**src/rtl/sog_pkg.sv**
```systemverilog
package sog_pkg;
  localparam int NDIR    = 4;
  localparam int SEL_W   = 3;
  localparam int NOPS    = 3;
  localparam int RT_W    = 2;
  localparam int RSV_W   = 4;
  localparam int OPF_W   = NOPS * SEL_W;
  localparam int RTF_W   = NDIR * RT_W;
  localparam int RT_LSB  = OPF_W;
  localparam int TOG_BIT = RT_LSB + RTF_W;
  localparam int CE_BIT  = TOG_BIT + 1;
  localparam int CLR_BIT = CE_BIT + 1;
  localparam int USED_W  = CLR_BIT + 1;
  localparam int CFG_W   = USED_W + RSV_W;

  typedef enum logic [1:0] {
    RT_FUNC = 2'd0,
    RT_REG  = 2'd1,
    RT_OPP  = 2'd2,
    RT_CW   = 2'd3
  } route_e;
endpackage

```
**src/rtl/sog_cfg_chain.sv**
```systemverilog
module sog_cfg_chain #(
  parameter int CHAIN_W = 24,
  parameter int TAP_W   = 20
) (
  input  logic             clk,
  input  logic             rst,
  input  logic             shift_en,
  input  logic             ser_in,
  output logic             ser_out,
  output logic [TAP_W-1:0] taps
);
  logic [CHAIN_W-1:0] sr;

  always_ff @(posedge clk) begin
    if (shift_en) sr <= {ser_in, sr[CHAIN_W-1:1]};
  end

  assign ser_out = sr[0];
  assign taps    = sr[TAP_W-1:0];

  // contents frozen whenever shifting is off
  p_cfg_hold_r2: assert property (@(posedge clk) disable iff (rst)
    !shift_en |=> $stable(sr));
endmodule

```
**src/rtl/sog_func.sv**
```systemverilog
module sog_func #(
  parameter int NIN   = 4,
  parameter int SEL_W = 3,
  parameter int NOPS  = 3
) (
  input  logic [NIN-1:0]        din,
  input  logic                  q,
  input  logic [NOPS*SEL_W-1:0] sel,
  output logic                  f
);
  localparam int NSRC = NIN + 4;

  logic [NSRC-1:0] src;
  logic [NOPS-1:0] op;

  assign src = {1'b1, 1'b0, ~q, q, din};

  for (genvar k = 0; k < NOPS; k++) begin : g_op
    assign op[k] = src[sel[k*SEL_W +: SEL_W]];
  end

  assign f = op[0] ? op[1] : op[2];
endmodule

```
**src/rtl/sog_route.sv**
```systemverilog
module sog_route import sog_pkg::*; #(
  parameter int NDIR_P = 4,
  parameter int RT_WP  = 2
) (
  input  logic [NDIR_P-1:0]       din,
  input  logic                    f,
  input  logic                    q,
  input  logic [NDIR_P*RT_WP-1:0] sel,
  output logic [NDIR_P-1:0]       dout
);
  for (genvar d = 0; d < NDIR_P; d++) begin : g_dir
    route_e code;
    assign code = route_e'(sel[d*RT_WP +: RT_WP]);
    always_comb begin
      unique case (code)
        RT_FUNC: dout[d] = f;
        RT_REG:  dout[d] = q;
        RT_OPP:  dout[d] = din[(d+2) % NDIR_P];
        RT_CW:   dout[d] = din[(d+1) % NDIR_P];
        default: dout[d] = 1'b0;
      endcase
    end
  end
endmodule

```
**src/rtl/sog_cell.sv**
```systemverilog
module sog_cell import sog_pkg::*; (
  input  logic clk,
  input  logic rst,
  input  logic cfg_en,
  input  logic cfg_in,
  output logic cfg_out,
  input  logic in_n,
  input  logic in_e,
  input  logic in_s,
  input  logic in_w,
  output logic out_n,
  output logic out_e,
  output logic out_s,
  output logic out_w
);
  logic [NDIR-1:0]   din;
  logic [NDIR-1:0]   dout;
  logic [USED_W-1:0] cfg;
  logic              f;
  logic              q;
  logic              tog, ce, clr_en, clr_hit;

  assign din = {in_w, in_s, in_e, in_n};

  sog_cfg_chain #(.CHAIN_W(CFG_W), .TAP_W(USED_W)) u_chain (
    .clk      (clk),
    .rst      (rst),
    .shift_en (cfg_en),
    .ser_in   (cfg_in),
    .ser_out  (cfg_out),
    .taps     (cfg)
  );

  sog_func #(.NIN(NDIR), .SEL_W(SEL_W), .NOPS(NOPS)) u_func (
    .din (din),
    .q   (q),
    .sel (cfg[OPF_W-1:0]),
    .f   (f)
  );

  sog_route #(.NDIR_P(NDIR), .RT_WP(RT_W)) u_route (
    .din  (din),
    .f    (f),
    .q    (q),
    .sel  (cfg[RT_LSB +: RTF_W]),
    .dout (dout)
  );

  assign tog     = cfg[TOG_BIT];
  assign ce      = cfg[CE_BIT];
  assign clr_en  = cfg[CLR_BIT];
  assign clr_hit = clr_en & in_w;

  // priority: reset, configuration hold, clear, enabled load
  always_ff @(posedge clk) begin
    if (rst)            q <= 1'b0;
    else if (!cfg_en) begin
      if (clr_hit)      q <= 1'b0;
      else if (ce)      q <= tog ? (q ^ f) : f;
    end
  end

  assign out_n = dout[0];
  assign out_e = dout[1];
  assign out_s = dout[2];
  assign out_w = dout[3];

  // reset leaves the flip-flop at zero
  p_rst_clear_r9: assert property (@(posedge clk) disable iff (rst)
    $past(rst) |-> !q);

  // shifting freezes the data flip-flop
  p_cfg_hold_q_r8: assert property (@(posedge clk) disable iff (rst)
    cfg_en |=> $stable(q));

  // enabled clear from the west input wins over load
  p_clear_r7: assert property (@(posedge clk) disable iff (rst)
    (!cfg_en && clr_en && in_w) |=> !q);

  // no enable and no clear means hold
  p_ce_hold_r6: assert property (@(posedge clk) disable iff (rst)
    (!cfg_en && !ce && !clr_hit) |=> $stable(q));
endmodule

```
**config.mk**
```make
export PLATFORM = sky130hd
export DESIGN_NAME = sog_cell
export DESIGN_NICKNAME = d
export VERILOG_FILES = /design/src/rtl/sog_pkg.sv /design/src/rtl/sog_cfg_chain.sv /design/src/rtl/sog_func.sv /design/src/rtl/sog_route.sv /design/src/rtl/sog_cell.sv
export SDC_FILE = /design/constraint.sdc
export NUM_CORES = 1
export LEC_CHECK = 0
export BUFFER_PORTS_ARGS = -buffer_cell sky130_fd_sc_hd__buf_2
export CAP_MARGIN = 20
export CORE_ASPECT_RATIO = 1.4
export CORE_MARGIN = 3
export CORE_UTILIZATION = 55
export DETAILED_ROUTE_END_ITERATION = 8
export HOLD_SLACK_MARGIN = 0.1
export MAX_ROUTING_LAYER = met4
export PLACE_DENSITY = 0.87
export SLEW_MARGIN = 5
export SYNTH_ARGS = -nofsm -noshare
export SYNTH_HDL_FRONTEND = slang
export SYNTH_SLANG_ARGS = --single-unit
export TNS_END_PERCENT = 100
```
**constraint.sdc**
```tcl
create_clock -name clk -period 3.1 [get_ports clk]
set_input_delay 0.465 -clock clk [delete_from_list [all_inputs] [get_ports clk]]
set_output_delay 0.465 -clock clk [all_outputs]
set_load 0.03 [all_outputs]
```
==> flow_summary.toml <==
[run_status]
status = "finished, final reports clean"

[worst_setup_path]
critPathCaptureType = "output port"
reg2reg_slack_ns = 1.23
start_kind = "flop"
worstSetupPathType = "flop to output port"
arrival_ns = 2.47
crit_path_max_fanout = 11
critical_path_required_ns = 2.63

[clock_tree]
cts_hold_buf = 0
clk_path_buf_depth = 2
clk_pin_slew_worst_paths_ns = 0.13
cts_tree = "done"
clk_latency_ns = 0.32
clock_sinks = 25
cts_resized = 0
htreeDepth = 1
numCtsBuffers = 3
clock-root-buffer = "clkbuf_4"
cts_setup_buffers = 0

[global_route]
overflow = 0
grt_max_degree = 28
grt_pass1_wl_um = 2900
antenna_found_initial = 0
grt_pass1_vias = 644
grtUsageTotal = 0.165

[logic_synthesis]
synth_flop_cell = "edfxtp_1"
yosysTopAreaCellShare = 0.663
synthTopCellsByCount = "24 x edfxtp_1, 4 x mux4_2"
synth_area_mm2 = 0.00109
synth_edf_count = 24
synth_cell_types = 22
ys_async_sr_fraction = 0
yosysSeqAreaShare = 0.681
ys_ff_latch = 25
synthMostInstantiatedCell = "edfxtp_1"
synth_top_area_cell = "edfxtp_1"
syn_avg_cell_area_um2 = 17.5
yosys-top-cells-area = "edfxtp_1 66%, mux4_2 8.3%, mux2_2 3.1%"
yosys_warnings = 0
synth_nets = 70
synth_cells = 62

[power]
irDropWorstVdd_mv = 0.390
power_frac_comb = 0.126
power_leakage_nw = 0.420
p_int_w = 0.000478
p_switching_w = 0.000151
power_switching_share = 0.240
seqPwrFrac = 0.651
power.density_mw_per_mm2 = 527
clkPwrFrac = 0.223

[floorplanning]
fp.dieArea_mm2 = 0.00255
start_util = 0.596
die_w_um = 43.6
die_y_um = 58.6
core-area_mm2 = 0.00182
ioPinCount = 13
rows = 18

[timing]
hold_viol = 0
rsz0062_at_grt = "false"
max_freq_mhz = 340
setup_ws_ns = 0.163
drv_slew = 0
timing.final.crit_share = 0.948
final.setup.tns_ns = 0
skew_ns = 0.00790
tightest_slew_ns = 0.555
min_period_ns = 2.94
slew_headroom = 0.630
final-setup-viol-count = 0

[place]
port_buffers = 12
dp.cells = 93
dpl-instance-area_mm2 = 0.00116
gp_congestion = 0.719
dp_slack_ns = 0.481
dp_hpwl_um = 1260

[final_layout]
fin_cells = 97
syn2layout_area_growth_pct = 9.67
nets = 86
final_area_mm2 = 0.00119
antenna_cells = 0
drive_gt1_frac = 0.377

[drt]
routed_wl_um = 1750
num_vias = 619
drt-pass1-iter-count = 4
drt_iter0_drc = 16
via_per_inst = 6.38
drc = 0
wl_per_cell_um = 18.0
drtAntennaViolNets = 0

[job]
max_cap_viol_count = 0

[min_path]
hp-class = "input pin to flop"
critical path: stages, from the launching register on:
cell and delay [ns]:
dfxtp_1 0.54, inv_1 0.10, a221o_2 0.37, o21ai_2 0.15, mux2_4 0.34, mux4_2 0.46, buf_2 0.19
through the flow:
| stage | util | hold slack, ns | total power, W |
|---|---|---|---|
| final | 0.654 | 0.317 | 0.000629 |
| after global routing | 0.654 | 0.298 | 0.000654 |
| after CTS | 0.654 | 0.320 | 0.000629 |
| after detailed placement | 0.639 | 0.407 | 0.000497 |
| after global placement | 0.639 | 0.405 | 0.000493 |
| after floorplan | - | 0.400 | 0.000467 |
routing by layer:
metal  global-route usage  part of all wire
met1                0.191              0.38
met2                0.265              0.54
met3               0.0367             0.059
met4               0.0862             0.019
met5                    -                 0
power groups by stage:
stage                     logic [W]  clock network (W)  registers (W)
final                     0.0000793           0.000140       0.000409
after global routing      0.0000849           0.000156       0.000413
after CTS                 0.0000798           0.000139       0.000410
after detailed placement  0.0000798                  0       0.000417
after global placement    0.0000768                  0       0.000416
after floorplan           0.0000557                  0       0.000412
sequential cells by signal (all words and copies together), names as in the netlist:
| name | flops |
|---|---|
| q | 1 |
| u_chain.sr | 24 |
layout by cell type (no fill, tap or decap), types with 3 or more instances in the layout:
cell	count
buf_2	12
mux4_2	4
nand2b_1	3
edfxtp_1	24
mux2_2	3
a21oi_1	3
nand3b_1	3
nor3_1	3
clkbuf_4	3
final cells by class:
cell class	instances	area, um^2
flip-flops and latches	25	741
fillers	122	632
inverters	2	7.51
multi-input cells	34	332
clock inverters	1	5.00
well taps	20	25.0
clock buffers	3	22.5
repair buffers	12	60.1
logic make-up after synthesis:
kind of cell | count (synthesis) | share of synthesized area
buf+inv | 3 | 0.0138
compound gates | 12 | 0.0875
flops | 25 | 0.681
mux | 10 | 0.151
simple gates | 12 | 0.0667
final timing paths:
kind                  startpoint        endpoint  cells past startpoint
hold / removal            cfg_in  u_chain.sr[23]                      1
setup / recovery               q           out_e                      6
setup reg to reg               q               q                      5
hold reg to reg   u_chain.sr[23]  u_chain.sr[22]                      0
(Power assumes the default switching activity.)
